[config.mk]
export PLATFORM = sky130hd
export DESIGN_NAME = flash_cmd_decoder
export DESIGN_NICKNAME = d
export VERILOG_FILES = /design/src/rtl/flash_cmd_pkg.sv /design/src/rtl/flash_cmd_match.sv /design/src/rtl/flash_cmd_fsm.sv /design/src/rtl/flash_blk_window.sv /design/src/rtl/flash_asel_rom.sv /design/src/rtl/flash_cmd_decoder.sv
export SDC_FILE = /design/constraint.sdc
export NUM_CORES = 1
export LEC_CHECK = 0
export ABC_AREA = 1
export BUFFER_PORTS_ARGS = -buffer_cell sky130_fd_sc_hd__buf_4
export CORE_ASPECT_RATIO = 0.75
export CORE_UTILIZATION = 58
export CTS_CLUSTER_SIZE = 10
export DETAILED_ROUTE_END_ITERATION = 10
export GPL_TIMING_DRIVEN = 0
export HOLD_SLACK_MARGIN = 0.03
export PLACE_DENSITY = 0.86
export REMOVE_ABC_BUFFERS = 1
export SKIP_CTS_REPAIR_TIMING = 1
export SLEW_MARGIN = 5
export SYNTH_ARGS = -nofsm -noshare
export SYNTH_HDL_FRONTEND = slang
export SYNTH_SLANG_ARGS = --single-unit
[constraint.sdc]
create_clock -name clk_i -period 3.15 [get_ports clk_i]
set_input_delay 0.315 -clock clk_i [delete_from_list [all_inputs] [get_ports clk_i]]
set_output_delay 0.315 -clock clk_i [all_outputs]
set_load 0.05 [all_outputs]
[src/rtl/flash_cmd_pkg.sv]
package flash_cmd_pkg;
  typedef enum logic [2:0] {
    ST_IDLE, ST_UNL1, ST_UNL2, ST_PROG, ST_ERA1, ST_ERA2, ST_ERA3, ST_BWIN
  } seq_st_e;

  localparam int unsigned CODED_BITS = 15;
  localparam logic [CODED_BITS-1:0] ADDR_KEY_A = 15'h5555;
  localparam logic [CODED_BITS-1:0] ADDR_KEY_B = 15'h2AAA;

  localparam logic [7:0] BYTE_KEY_A = 8'hAA;
  localparam logic [7:0] BYTE_KEY_B = 8'h55;
  localparam logic [7:0] OP_RESET   = 8'hF0;
  localparam logic [7:0] OP_ASEL    = 8'h90;
  localparam logic [7:0] OP_PROG    = 8'hA0;
  localparam logic [7:0] OP_ERASE   = 8'h80;
  localparam logic [7:0] OP_CHIP    = 8'h10;
  localparam logic [7:0] OP_BLOCK   = 8'h30;
  localparam logic [7:0] OP_SUSP    = 8'hB0;
  localparam logic [7:0] OP_RESUME  = 8'h30;
endpackage

[src/rtl/flash_cmd_match.sv]
module flash_cmd_match
  import flash_cmd_pkg::*;
(
  input  logic [CODED_BITS-1:0] addr_i,
  output logic                  hit_a_o,
  output logic                  hit_b_o
);
  assign hit_a_o = (addr_i == ADDR_KEY_A);
  assign hit_b_o = (addr_i == ADDR_KEY_B);
endmodule

[src/rtl/flash_cmd_fsm.sv]
module flash_cmd_fsm
  import flash_cmd_pkg::*;
#(
  parameter int unsigned AW      = 20,
  parameter int unsigned BLK_LSB = 13,
  localparam int unsigned BW     = AW - BLK_LSB
) (
  input  logic          clk_i,
  input  logic          rst_ni,
  input  logic          wr_en_i,
  input  logic [AW-1:0] wr_addr_i,
  input  logic [7:0]    wr_data_i,
  input  logic          hit_a_i,
  input  logic          hit_b_i,
  input  logic          busy_i,
  input  logic          suspended_i,
  input  logic          win_expire_i,
  output logic          win_load_o,
  output logic          win_fresh_o,
  output logic          win_abort_o,
  output logic [BW-1:0] win_blk_o,
  output logic          asel_mode_o,
  output logic          reset_stb_o,
  output logic          asel_stb_o,
  output logic          prog_stb_o,
  output logic [AW-1:0] prog_addr_o,
  output logic [7:0]    prog_data_o,
  output logic          chip_stb_o,
  output logic          susp_stb_o,
  output logic          resume_stb_o
);
  seq_st_e st_q, st_d;
  logic mode_q, mode_d;
  logic rst_d, asel_d, prog_d, chip_d, susp_d, res_d;
  logic rst_q, asel_q, prog_q, chip_q, susp_q, res_q;
  logic [AW-1:0] paddr_q, paddr_d;
  logic [7:0]    pdata_q, pdata_d;

  assign win_blk_o = wr_addr_i[AW-1:BLK_LSB];

  always_comb begin
    st_d = st_q;
    mode_d = mode_q;
    paddr_d = paddr_q;
    pdata_d = pdata_q;
    {rst_d, asel_d, prog_d, chip_d, susp_d, res_d} = '0;
    win_load_o = 1'b0;
    win_fresh_o = 1'b0;
    win_abort_o = 1'b0;
    unique case (st_q)
      ST_IDLE: if (wr_en_i) begin
        if (busy_i) begin
          susp_d = (wr_data_i == OP_SUSP);
        end else if (wr_data_i == OP_RESET) begin
          rst_d = 1'b1;
          mode_d = 1'b0;
        end else if (hit_a_i && wr_data_i == BYTE_KEY_A) begin
          st_d = ST_UNL1;
        end else if (suspended_i && wr_data_i == OP_RESUME) begin
          res_d = 1'b1;
        end else begin
          mode_d = 1'b0;
        end
      end
      ST_UNL1: if (wr_en_i) begin
        if (hit_b_i && wr_data_i == BYTE_KEY_B) st_d = ST_UNL2;
        else begin st_d = ST_IDLE; mode_d = 1'b0; end
      end
      ST_UNL2: if (wr_en_i) begin
        st_d = ST_IDLE;
        mode_d = 1'b0;
        if (hit_a_i) begin
          case (wr_data_i)
            OP_RESET: rst_d = 1'b1;
            OP_ASEL:  begin asel_d = 1'b1; mode_d = 1'b1; end
            OP_PROG:  st_d = ST_PROG;
            OP_ERASE: if (!suspended_i) st_d = ST_ERA1;
            default:  ;
          endcase
        end
      end
      ST_PROG: if (wr_en_i) begin
        prog_d = 1'b1;
        paddr_d = wr_addr_i;
        pdata_d = wr_data_i;
        mode_d = 1'b0;
        st_d = ST_IDLE;
      end
      ST_ERA1: if (wr_en_i) begin
        if (hit_a_i && wr_data_i == BYTE_KEY_A) st_d = ST_ERA2;
        else begin st_d = ST_IDLE; mode_d = 1'b0; end
      end
      ST_ERA2: if (wr_en_i) begin
        if (hit_b_i && wr_data_i == BYTE_KEY_B) st_d = ST_ERA3;
        else begin st_d = ST_IDLE; mode_d = 1'b0; end
      end
      ST_ERA3: if (wr_en_i) begin
        mode_d = 1'b0;
        st_d = ST_IDLE;
        if (hit_a_i && wr_data_i == OP_CHIP) begin
          chip_d = 1'b1;
        end else if (wr_data_i == OP_BLOCK) begin
          win_load_o = 1'b1;
          win_fresh_o = 1'b1;
          st_d = ST_BWIN;
        end
      end
      ST_BWIN: begin
        if (wr_en_i) begin
          if (wr_data_i == OP_BLOCK) begin
            win_load_o = 1'b1;
          end else begin
            win_abort_o = 1'b1;
            st_d = ST_IDLE;
            mode_d = 1'b0;
          end
        end else if (win_expire_i) begin
          st_d = ST_IDLE;
        end
      end
      default: st_d = ST_IDLE;
    endcase
  end

  always_ff @(posedge clk_i or negedge rst_ni) begin
    if (!rst_ni) begin
      st_q <= ST_IDLE;
      mode_q <= 1'b0;
      {rst_q, asel_q, prog_q, chip_q, susp_q, res_q} <= '0;
      paddr_q <= '0;
      pdata_q <= '0;
    end else begin
      st_q <= st_d;
      mode_q <= mode_d;
      {rst_q, asel_q, prog_q, chip_q, susp_q, res_q} <=
        {rst_d, asel_d, prog_d, chip_d, susp_d, res_d};
      paddr_q <= paddr_d;
      pdata_q <= pdata_d;
    end
  end

  assign asel_mode_o  = mode_q;
  assign reset_stb_o  = rst_q;
  assign asel_stb_o   = asel_q;
  assign prog_stb_o   = prog_q;
  assign prog_addr_o  = paddr_q;
  assign prog_data_o  = pdata_q;
  assign chip_stb_o   = chip_q;
  assign susp_stb_o   = susp_q;
  assign resume_stb_o = res_q;

  AST_BUSY_HOLDS_IDLE: assert property (@(posedge clk_i) disable iff (!rst_ni)
    (st_q == ST_IDLE && busy_i && wr_en_i) |=> (st_q == ST_IDLE && !rst_q && !prog_q));
  AST_SUSP_NEEDS_BUSY: assert property (@(posedge clk_i) disable iff (!rst_ni)
    susp_q |-> $past(busy_i));
  AST_RESUME_NEEDS_SUSP: assert property (@(posedge clk_i) disable iff (!rst_ni)
    res_q |-> $past(suspended_i && !busy_i));
  AST_ERASE_NOT_SUSPENDED: assert property (@(posedge clk_i) disable iff (!rst_ni)
    (st_q == ST_ERA1 && $past(st_q) == ST_UNL2) |-> !$past(suspended_i));
  AST_PROG_AFTER_SEQ: assert property (@(posedge clk_i) disable iff (!rst_ni)
    prog_q |-> $past(st_q == ST_PROG && wr_en_i));
  AST_ASEL_SETS_MODE: assert property (@(posedge clk_i) disable iff (!rst_ni)
    asel_q |-> mode_q);
endmodule

[src/rtl/flash_blk_window.sv]
module flash_blk_window #(
  parameter int unsigned NBLK    = 128,
  parameter int unsigned TIMEOUT = 4096,
  localparam int unsigned BW     = (NBLK > 1) ? $clog2(NBLK) : 1,
  localparam int unsigned CW     = (TIMEOUT > 1) ? $clog2(TIMEOUT) : 1
) (
  input  logic            clk_i,
  input  logic            rst_ni,
  input  logic            wr_en_i,
  input  logic            load_i,
  input  logic            fresh_i,
  input  logic            abort_i,
  input  logic [BW-1:0]   blk_i,
  output logic            expire_o,
  output logic            open_o,
  output logic            stb_o,
  output logic [NBLK-1:0] mask_o
);
  logic            open_q, stb_q;
  logic [CW-1:0]   cnt_q;
  logic [NBLK-1:0] acc_q, out_q, bit_sel;

  assign bit_sel  = NBLK'(1) << blk_i;
  assign expire_o = open_q && (cnt_q == '0) && !wr_en_i;

  always_ff @(posedge clk_i or negedge rst_ni) begin
    if (!rst_ni) begin
      open_q <= 1'b0;
      stb_q  <= 1'b0;
      cnt_q  <= '0;
      acc_q  <= '0;
      out_q  <= '0;
    end else begin
      stb_q <= 1'b0;
      if (load_i) begin
        open_q <= 1'b1;
        cnt_q  <= CW'(TIMEOUT - 1);
        acc_q  <= fresh_i ? bit_sel : (acc_q | bit_sel);
      end else if (abort_i) begin
        open_q <= 1'b0;
        acc_q  <= '0;
      end else if (expire_o) begin
        open_q <= 1'b0;
        stb_q  <= 1'b1;
        out_q  <= acc_q;
        acc_q  <= '0;
      end else if (open_q) begin
        cnt_q <= cnt_q - CW'(1);
      end
    end
  end

  assign open_o = open_q;
  assign stb_o  = stb_q;
  assign mask_o = out_q;

  AST_MASK_NONEMPTY: assert property (@(posedge clk_i) disable iff (!rst_ni)
    stb_q |-> (out_q != '0));
  AST_EXPIRE_QUIET: assert property (@(posedge clk_i) disable iff (!rst_ni)
    stb_q |-> ($past(open_q) && !$past(wr_en_i)));
  AST_CLOSE_ON_START: assert property (@(posedge clk_i) disable iff (!rst_ni)
    stb_q |-> !open_q);
  AST_LOAD_OPENS: assert property (@(posedge clk_i) disable iff (!rst_ni)
    load_i |=> open_q);
endmodule

[src/rtl/flash_asel_rom.sv]
module flash_asel_rom #(
  parameter int unsigned NBLK     = 128,
  parameter logic [7:0]  MFR_CODE = 8'h20,
  parameter logic [7:0]  DEV_CODE = 8'hD2,
  localparam int unsigned BW      = (NBLK > 1) ? $clog2(NBLK) : 1
) (
  input  logic [1:0]      sel_i,
  input  logic [BW-1:0]   blk_i,
  input  logic [NBLK-1:0] prot_i,
  output logic [7:0]      data_o
);
  always_comb begin
    unique case (sel_i)
      2'b00:   data_o = MFR_CODE;
      2'b01:   data_o = DEV_CODE;
      2'b10:   data_o = {7'b0, prot_i[blk_i]};
      default: data_o = 8'h00;
    endcase
  end
endmodule

[src/rtl/flash_cmd_decoder.sv]
module flash_cmd_decoder
  import flash_cmd_pkg::*;
#(
  parameter int unsigned AW       = 20,
  parameter int unsigned BLK_LSB  = 13,
  parameter int unsigned TIMEOUT  = 4096,
  parameter logic [7:0]  MFR_CODE = 8'h20,
  parameter logic [7:0]  DEV_CODE = 8'hD2,
  localparam int unsigned BW      = AW - BLK_LSB,
  localparam int unsigned NBLK    = 1 << BW
) (
  input  logic            clk_i,
  input  logic            rst_ni,
  input  logic            wr_en_i,
  input  logic [AW-1:0]   wr_addr_i,
  input  logic [7:0]      wr_data_i,
  input  logic [AW-1:0]   rd_addr_i,
  input  logic            busy_i,
  input  logic            suspended_i,
  input  logic [NBLK-1:0] blk_prot_i,
  output logic            asel_mode_o,
  output logic [7:0]      asel_data_o,
  output logic            reset_stb_o,
  output logic            asel_stb_o,
  output logic            prog_stb_o,
  output logic [AW-1:0]   prog_addr_o,
  output logic [7:0]      prog_data_o,
  output logic            chip_erase_stb_o,
  output logic            blk_erase_stb_o,
  output logic [NBLK-1:0] blk_mask_o,
  output logic            erase_window_o,
  output logic            suspend_stb_o,
  output logic            resume_stb_o
);
  logic hit_a, hit_b;
  logic win_load, win_fresh, win_abort, win_expire;
  logic [BW-1:0] win_blk;
  logic unused_rd;

  assign unused_rd = ^rd_addr_i[BLK_LSB-1:2];

  flash_cmd_match u_match (
    .addr_i  (wr_addr_i[CODED_BITS-1:0]),
    .hit_a_o (hit_a),
    .hit_b_o (hit_b)
  );

  flash_cmd_fsm #(.AW(AW), .BLK_LSB(BLK_LSB)) u_fsm (
    .clk_i        (clk_i),
    .rst_ni       (rst_ni),
    .wr_en_i      (wr_en_i),
    .wr_addr_i    (wr_addr_i),
    .wr_data_i    (wr_data_i),
    .hit_a_i      (hit_a),
    .hit_b_i      (hit_b),
    .busy_i       (busy_i),
    .suspended_i  (suspended_i),
    .win_expire_i (win_expire),
    .win_load_o   (win_load),
    .win_fresh_o  (win_fresh),
    .win_abort_o  (win_abort),
    .win_blk_o    (win_blk),
    .asel_mode_o  (asel_mode_o),
    .reset_stb_o  (reset_stb_o),
    .asel_stb_o   (asel_stb_o),
    .prog_stb_o   (prog_stb_o),
    .prog_addr_o  (prog_addr_o),
    .prog_data_o  (prog_data_o),
    .chip_stb_o   (chip_erase_stb_o),
    .susp_stb_o   (suspend_stb_o),
    .resume_stb_o (resume_stb_o)
  );

  flash_blk_window #(.NBLK(NBLK), .TIMEOUT(TIMEOUT)) u_window (
    .clk_i    (clk_i),
    .rst_ni   (rst_ni),
    .wr_en_i  (wr_en_i),
    .load_i   (win_load),
    .fresh_i  (win_fresh),
    .abort_i  (win_abort),
    .blk_i    (win_blk),
    .expire_o (win_expire),
    .open_o   (erase_window_o),
    .stb_o    (blk_erase_stb_o),
    .mask_o   (blk_mask_o)
  );

  flash_asel_rom #(.NBLK(NBLK), .MFR_CODE(MFR_CODE), .DEV_CODE(DEV_CODE)) u_asel (
    .sel_i  (rd_addr_i[1:0]),
    .blk_i  (rd_addr_i[AW-1:BLK_LSB]),
    .prot_i (blk_prot_i),
    .data_o (asel_data_o)
  );

  AST_ONE_STROBE: assert property (@(posedge clk_i) disable iff (!rst_ni)
    $onehot0({reset_stb_o, asel_stb_o, prog_stb_o, chip_erase_stb_o,
              blk_erase_stb_o, suspend_stb_o, resume_stb_o}));
  AST_PROG_PULSE: assert property (@(posedge clk_i) disable iff (!rst_ni)
    prog_stb_o |=> !prog_stb_o);
  AST_CHIP_PULSE: assert property (@(posedge clk_i) disable iff (!rst_ni)
    chip_erase_stb_o |=> !chip_erase_stb_o);
endmodule

==> metrics, run 1 <==
outcome=complete, no violations; Startpoint Class=flip-flop; vias per cell=5.899; port buffer count=340; highest routed layer=met5; largest net degree at the start of global routing=113; maximum operating frequency=336.7 MHz; Fill cells=1659; vias=13040; TritonRoute pass-1 iters=7; Gate power share=0.110; metal3 WL=4.421 mm; Slew HR=0.09945; synthesis-to-finish area growth=26.71%; sequential share of power=0.475; GR Overflow Total=0; Clock Tree Buf Depth=3; routability-driven placement congestion ratio=0.9442; Clk pwr share=0.415; first-pass GRT wire length=63.91 mm; Placed Cells=2164; # rows=48; Max Cap Viol=0; drt drc=0; Final #Nets=2091; # IOs=354; layout cells sized above 1=0.2194; initial DRC count=1607; antenna-violating nets left=0; Internal Power=6.467 mW; static leakage=8.922 nW; final period utilization=0.9429; RSZ-0062 raised after global routing=false; die height=136.0 um; Worst Hold Class=input port to flip-flop; Worst-path clk slew=0.06 ns; pwr/cell area=493.0 nW/um2; WP data required=3.49 ns; worst skew pair latency=0.52 ns; M1 WL=17.65 mm; Fin Hold WS=0.04988 ns; vias in the first global route=12050; synth warn=0; Cell Count, Final, Fillers Out=2210; area of the multi-input gates=4912 um2; cts bufs inserted=36; wire per inst=18.92 um; flip-flop and latch area=7707 um2; DP HPWL=27.50 mm; met2 routed WL=18.81 mm; Switching Share=0.2549; Final Instance Area=17600 um2; Core Box Area=23240 um2; Setup Viol. Count Final=0; Tmin final=2.970 ns; Syn Inst Count=1628; initial antenna violation count=1; CTS tree=built; critical path data arrival time=3.31 ns; DP Area=16560 um2; H-tree levels=2; final hold vios=0; die area=24580 um2; Tot GR Track Use=0.3284; final wirelength=41.82 mm; register area share after synthesis=0.5548; synth unique cells=33; largest fanout on the critical path=91; clock root buffer=clkbuf_16; # clock sinks=308; Setup CP Type=flip-flop to flip-flop; NetSw=2.212 mW; starting density of the core=0.5977; Die X=180.7 um; Mapped Area=13890 um2; max-slew violations=0; peak supply drop=475.8 uV; Fin Clk Skew=0.02313 ns; diode count=0; register bit total from synthesis=308; worst-margin pin slew=1.343 ns; Worst setup EP type=flip-flop; post-synthesis average cell area=8.533 um2
cells in the final DEF (no fill, tap or decap), types with 2 or more instances in the layout:
cell type	n
nor4_1	11
o21ai_0	165
nand3b_1	2
ha_1	2
a21oi_1	3
o22ai_1	128
nor2_2	3
o21ai_1	9
xor2_1	7
nand4_1	72
clkbuf_16	36
nor3_1	15
nor2_1	66
inv_2	7
nand3_1	149
dfrtp_1	308
clkinvlp_4	2
buf_16	8
buf_8	2
buf_4	341
inv_1	190
nand2_2	2
buf_12	3
conb_1	2
nand2_1	358
clkinv_1	2
cell usage after synthesis, drive strengths merged:
library cell | count | share of area
o211ai | 1 | 0.00090
nor3 | 16 | 0.0061
inv | 200 | 0.054
nor4 | 12 | 0.0054
or2 | 1 | 0.00045
nor2 | 69 | 0.019
conb | 1 | 0.00027
a21oi | 3 | 0.0011
buf | 38 | 0.021
o22ai | 128 | 0.058
o21ai | 175 | 0.063
nand2 | 360 | 0.097
clkinv | 1 | 0.00027
a211oi | 1 | 0.00090
nand3b | 2 | 0.0011
xor2 | 7 | 0.0044
ha | 2 | 0.0018
nand3 | 150 | 0.054
clkbuf | 79 | 0.021
o2111ai | 1 | 0.00063
nand4 | 73 | 0.034
dfrtp | 308 | 0.55
routing by layer:
metal  vias to the layer above  track usage
li1                       5972            -
met1                      6244       0.4736
met2                       734       0.4886
met3                        84      0.09671
met4                         2      0.08167
met5                         -            0
per-stage QoR:
step                      total power [mW]    util  worst slack (ns)  setup TNS [ns]
after floorplan                      4.615       -            -3.708         -704.88
after global placement               5.068  0.6987            -6.825        -1609.08
after detailed placement             5.114  0.7126           -0.4522          -29.94
after CTS                            8.691  0.7539           -0.5073          -34.95
after global routing                 8.961  0.7574           0.06900               0
final                                8.679  0.7574            0.1798               0
sequential cells by signal, indices dropped and copies added (netlist names):
signal	count
u_window.mask_o	128
u_fsm.prog_addr_o	20
u_fsm.susp_stb_o	1
u_window.acc_q	128
u_fsm.prog_data_o	8
u_fsm.asel_mode_o	1
u_window.cnt_q	12
u_fsm.resume_stb_o	1
u_fsm.reset_stb_o	1
u_fsm.prog_stb_o	1
u_fsm.chip_stb_o	1
u_window.open_o	1
u_window.stb_o	1
u_fsm.asel_stb_o	1
u_fsm.st_q	3
kinds of logic (layout without fill, tap and decap cells):
family | Yosys count | in the layout | share of synthesized area
compound gates | 309 | 310 | 0.1245
xor+xnor | 7 | 7 | 0.004413
fa+ha+maj | 2 | 2 | 0.001801
buf+inv | 318 | 597 | 0.09637
flops | 308 | 308 | 0.5548
other cells | 1 | 2 | 0.0002699
simple gates | 683 | 684 | 0.2179
layout make-up:
cell class / instances / share of cell area
inverters: 201 / 0.04322
multi-input cells: 1005 / 0.2791
clock buffers: 37 / 0.05196
flip-flops and latches: 308 / 0.4378
clock inverters: 3 / 0.002559
well taps: 300 / 0.02132
repair inverters: 1 / 0.0004265
repair buffers: 355 / 0.1636
power groups by stage:
stage	Clock, mW	Sequential, mW	Combinational [mW]
6_report	3.60	4.12	0.957
5_1_grt	3.79	4.12	1.04
4_1_cts	3.64	4.12	0.939
3_5_place_dp	0	4.18	0.931
3_3_place_gp	0	4.18	0.887
2_1_floorplan	0	4.24	0.375
path summary, 6_finish.rpt:
kind | startpoint | endpoint | slack [ns] | cells past startpoint
max | u_window.cnt_q[0]$_DFFE_PN0P_ | u_window.acc_q[18]$_DFFE_PN0P_ | 0.18 | 12
min | wr_addr_i[8] | u_fsm.prog_addr_o[8]$_DFFE_PN0P_ | 0.05 | 3
max reg2reg | u_window.cnt_q[0]$_DFFE_PN0P_ | u_window.acc_q[18]$_DFFE_PN0P_ | 0.18 | 12
min reg2reg | u_window.mask_o[114]$_DFFE_PN0P_ | u_window.mask_o[114]$_DFFE_PN0P_ | 0.48 | 2
max in group asynchronous | rst_ni | u_window.mask_o[114]$_DFFE_PN0P_ | 1.22 | 5
min in group asynchronous | rst_ni | u_window.mask_o[123]$_DFFE_PN0P_ | 0.27 | 2
worst max-delay path: stages (launching register included):
cell      delay (ns)
dfrtp_1         0.41
inv_1           0.13
ha_1            0.18
nand4_1         0.11
nor2_2          0.36
nand2_8         0.29
buf_16          0.31
clkinv_1        0.10
nor2_1          0.12
o21ai_4         0.23
buf_16          0.20
buf_12          0.21
o22ai_1         0.11
(Power assumes the default switching activity.)
==> inputs of run 2 (changes only) <==
--- a/config.mk
+++ b/config.mk
@@ -10,4 +10,5 @@
 export CORE_ASPECT_RATIO = 0.75
 export CORE_UTILIZATION = 58
+export CTS_CLUSTER_DIAMETER = 150
 export CTS_CLUSTER_SIZE = 10
 export DETAILED_ROUTE_END_ITERATION = 10
==> constraint.sdc (replaced) <==
create_clock -name clk_i -period 3.15 [get_ports clk_i]
set_input_delay 0.315 -clock clk_i [delete_from_list [all_inputs] [get_ports clk_i]]
set_output_delay 0.315 -clock clk_i [all_outputs]
set_load 0.1 [all_outputs]
==> run 2 against run 1 <==
Net effect: hold slack about the same; maximum frequency shrank 1.3%; core utilization about the same; sequential share of layout area about the same; clock power hardly changed; total power up 1.1%; first-iteration DRC count is 1.4% lower; via count is essentially flat; clock skew about the same; die area unchanged.
==> metrics, run 2 (same netlist as run 1, synthesis figures left out) <==
largest net degree at the start of global routing=113; Slew HR=0.09794; R2R Setup Slk=0.18 ns; Worst-path clk slew=0.06 ns; TritonRoute pass-1 iters=6; Fin Clk Skew=0.02332 ns; drt drc=0; Final #Nets=2091; final wirelength=41.85 mm; die height=136.0 um; max-slew violations=0; Die X=180.7 um; worst-margin pin slew=1.345 ns; # rows=48; pwr/cell area=498.4 nW/um2; commonest non-fill, non-tap cell in the layout=nand2_1; worst skew pair latency=0.52 ns; final hold vios=0; layout cells sized above 1=0.2194; starting density of the core=0.5977; static leakage=8.922 nW; H-tree levels=2; Worst Hold Class=input port to flip-flop; Startpoint Class=input port; DP HPWL=27.50 mm; synthesis-to-finish area growth=26.73%; outcome=complete, no violations; vias in the first global route=12050; wire per inst=18.94 um; antenna-violating nets left=0; final setup TNS=0 ns; Core Box Area=23240 um2; vias per cell=5.905; peak supply drop=475.9 uV; final period utilization=0.9554; commonest non-fill, non-tap cells in the layout=358 x nand2_1, 341 x buf_4, 308 x dfrtp_1, 190 x inv_1, 165 x o21ai_0; Fin Hold WS=0.04958 ns; Cell Count, Final, Fillers Out=2210; die area=24580 um2; Setup CP Type=input port to output pin; WP data required=2.83 ns; CTS tree=built; critical path data arrival time=2.69 ns; clock root buffer=clkbuf_16; maximum operating frequency=332.3 MHz; cts bufs inserted=36; routability-driven placement congestion ratio=0.9442; # IOs=354; Fill cells=1658; Tot GR Track Use=0.3284; Worst setup EP type=output pin; Max Cap Viol=0; initial antenna violation count=1; Tmin final=3.009 ns; GR Overflow Total=0; # clock sinks=308; diode count=0; initial DRC count=1585; first-pass GRT wire length=63.91 mm; Setup Viol. Count Final=0; largest fanout on the critical path=34; RSZ-0062 raised after global routing=false; Clock Tree Buf Depth=3; port buffer count=340; vias=13050; Placed Cells=2164
-- run 2: cell counts in the layout (fill, tap and decap cells not counted) --
Identical to the previous run, type by type.
-- run 2: worst paths after layout --
path,startpoint,end,depth (start not counted)
setup / recovery,rd_addr_i[14],asel_data_o[0],12
min in group asynchronous,rst_ni,u_window.mask_o[123]$_DFFE_PN0P_,2
hold / removal,wr_addr_i[8],u_fsm.prog_addr_o[8]$_DFFE_PN0P_,3
hold reg to reg,u_window.mask_o[114]$_DFFE_PN0P_,u_window.mask_o[114]$_DFFE_PN0P_,2
setup reg to reg,u_window.cnt_q[0]$_DFFE_PN0P_,u_window.acc_q[18]$_DFFE_PN0P_,12
max in group asynchronous,rst_ni,u_window.mask_o[114]$_DFFE_PN0P_,5
-- run 2: critical path, stage by stage --
cell and delay [ns]:
buf_4 0.36, clkinvlp_4 0.50, nand3_1 0.22, nand3_1 0.08, nand3_1 0.20, nand2_1 0.07, nand2_1 0.07, nand3_1 0.07
nand3_1 0.10, nand2_1 0.05, nor2_1 0.25, buf_4 0.36
-- run 2: final cells by class --
type	instances	area, um2	share of cell area
clock buffer	37	914.6	0.05195
clock inverter	3	45.04	0.002558
inverter	201	763.2	0.04335
multi-input combinational	1005	4912	0.2790
sequential	308	7707	0.4378
tap	300	375.4	0.02132
timing repair buffer	355	2880	0.1636
timing repair inverter	1	7.507	0.0004264
-- run 2: report_power, final --
part,switching [mW],internal [mW]
clock network,1.54,2.06
logic,0.718,0.332
registers,0.0487,4.07
total,2.31,6.47
-- run 2: per-stage QoR --
stage / setup WS (ns) / total power [mW] / util / area (um2)
after floorplan: -4.041 / 4.706 / - / 13310
after global placement: -6.825 / 5.161 / 0.6987 / 16240
after detailed placement: -0.4522 / 5.207 / 0.7126 / 16560
after CTS: -0.5073 / 8.784 / 0.7539 / 17520
after global routing: 0.04391 / 9.054 / 0.7575 / 17610
final: 0.1406 / 8.774 / 0.7575 / 17610
-- run 2: routing by layer --
layer  vias up  routed length (um)  GRT usage
met5         -                  13          0
met1      6270               17690     0.4736
met4         2                 889    0.08167
li1       5972                   -          -
met3        80                4393    0.09671
met2       725               18860     0.4886
==> inputs of run 3 (changes only) <==
Settings changed: RECOVER_POWER from default to 25.
==> run 3 against run 2 <==
Net effect: sequential power hardly changed; via count hardly changed; global-route usage stayed put; maximum frequency hardly changed; count of clock-buffer cells in the layout stayed put; hold slack better by 0.0021 ns; total power hardly changed; final area is 1.4% lower; cell count stayed put; critical path depth stayed put; highest routed layer unchanged.
==> metrics, run 3 (same netlist as run 1, synthesis figures left out) <==
outcome=complete, no violations; DP Area=16560 um2; critical path data arrival time=2.70 ns; max-slew violations=0; drt drc=0; commonest non-fill, non-tap cells in the layout=358 x nand2_1, 308 x dfrtp_1, 283 x buf_4, 190 x inv_1, 165 x o21ai_0; Worst-path clk slew=0.06 ns; Core Box Area=23240 um2; M1 WL=17.49 mm; commonest non-fill, non-tap cell in the layout=nand2_1; met2 routed WL=18.85 mm; RSZ-0062 raised after global routing=false; largest net degree at the start of global routing=113; CTS tree=built; final hold vios=0; Fin Clk Skew=0.02267 ns; Internal Power=6.458 mW; Clock Tree Buf Depth=3; Gate power share=0.119; H-tree levels=2; Fin Hold WS=0.05170 ns; Startpoint Class=input port; largest fanout on the critical path=34; vias=13060; final setup TNS=0 ns; layout cells sized above 1=0.1890; Switching Share=0.2634; HP Start=wr_addr_i[8]; Setup CP Type=input port to output pin; pwr/cell area=504.8 nW/um2; Worst setup EP type=output pin; final wirelength=41.93 mm; vias per cell=5.909; vias in the first global route=12050; area of the multi-input gates=4912 um2; clock root buffer=clkbuf_16; Max Cap Viol=0; Slew HR=0.09772; antenna-violating nets left=0; # clock sinks=308; diode count=0; WP data required=2.83 ns; initial antenna violation count=1; metal3 WL=4.680 mm; maximum operating frequency=332.0 MHz; Tot GR Track Use=0.3284; RR Startpoint=u_window.cnt_q[0]$_DFFE_PN0P_; crit path launch=rd_addr_i[14]; highest routed layer=met5; Clk pwr share=0.412; wire per inst=18.97 um; Final Instance Area=17370 um2; post-layout util=0.7473; sequential share of power=0.470; NetSw=2.309 mW; GR Overflow Total=0; synthesis-to-finish area growth=25.02%; worst-margin pin slew=1.345 ns; peak supply drop=474.0 uV; DP HPWL=27.50 mm; Worst Hold Class=input port to flip-flop; # rows=48; flip-flop and latch area=7707 um2; final period utilization=0.9561; cts bufs inserted=36; Final #Nets=2091; routability-driven placement congestion ratio=0.9442; starting density of the core=0.5977; initial DRC count=1587; die area=24580 um2; port buffer count=340; Tmin final=3.012 ns; Setup Viol. Count Final=0; die height=136.0 um; Fill cells=1745; first-pass GRT wire length=63.91 mm; static leakage=8.670 nW; worst skew pair latency=0.52 ns; # IOs=354; TritonRoute pass-1 iters=6; Die X=180.7 um
==> run 3: changes by cell type in the layout (fill, tap and decap cells not counted) <==
cell,change
buf_4,-58
clkbuf_1,+58
buf_16,-1
clkbuf_4,+1
==> run 3: critical path, cell delays in order <==
cell	delay, ns
buf_4	0.36
clkinvlp_4	0.48
nand3_1	0.20
nand3_1	0.09
nand3_1	0.21
nand2_1	0.08
nand2_1	0.07
nand3_1	0.07
nand3_1	0.10
nand2_1	0.05
nor2_1	0.26
buf_4	0.36
==> run 3: worst paths after layout <==
path                       slack [ns]                               end  cells after the start
min in group asynchronous        0.27  u_window.mask_o[123]$_DFFE_PN0P_                      2
min reg2reg                      0.48   u_window.mask_o[25]$_DFFE_PN0P_                      2
max reg2reg                      0.20    u_window.acc_q[18]$_DFFE_PN0P_                     12
max                              0.14                    asel_data_o[0]                     12
min                              0.05  u_fsm.prog_addr_o[8]$_DFFE_PN0P_                      3
max in group asynchronous        0.66  u_window.mask_o[114]$_DFFE_PN0P_                      5
==> run 3: power by group through the flow <==
| stage | Clock [mW] | Sequential [mW] | Combinational (mW) |
|---|---|---|---|
| 6_report | 3.61 | 4.12 | 1.04 |
| 5_1_grt | 3.79 | 4.12 | 1.13 |
| 4_1_cts | 3.64 | 4.12 | 1.03 |
| 3_5_place_dp | 0 | 4.18 | 1.02 |
| 3_3_place_gp | 0 | 4.18 | 0.980 |
| 2_1_floorplan | 0 | 4.31 | 0.397 |
==> run 3: area by class of cell <==
class / instances / area share
well taps: 300 / 0.02161
repair buffers: 355 / 0.1522
inverters: 201 / 0.04394
clock inverters: 3 / 0.002593
flip-flops and latches: 308 / 0.4438
repair inverters: 1 / 0.0004322
clock buffers: 37 / 0.05266
multi-input cells: 1005 / 0.2828
==> run 3: stage by stage <==
step                      worst slack, ns  power, mW  std cells
after floorplan                    -4.041      4.706       1512
after detailed placement          -0.4522      5.207       2164
after global routing              0.04391      9.044       2210
final                              0.1381      8.767       2210
after global placement             -6.825      5.161       2152
after CTS                         -0.5073      8.784       2204
==> run 3: routing by layer <==
| metal | GRT usage | up-vias |
|---|---|---|
| met5 | 0 | - |
| met4 | 0.08167 | 2 |
| met3 | 0.09671 | 88 |
| met2 | 0.4886 | 746 |
| met1 | 0.4736 | 6248 |
| li1 | - | 5974 |
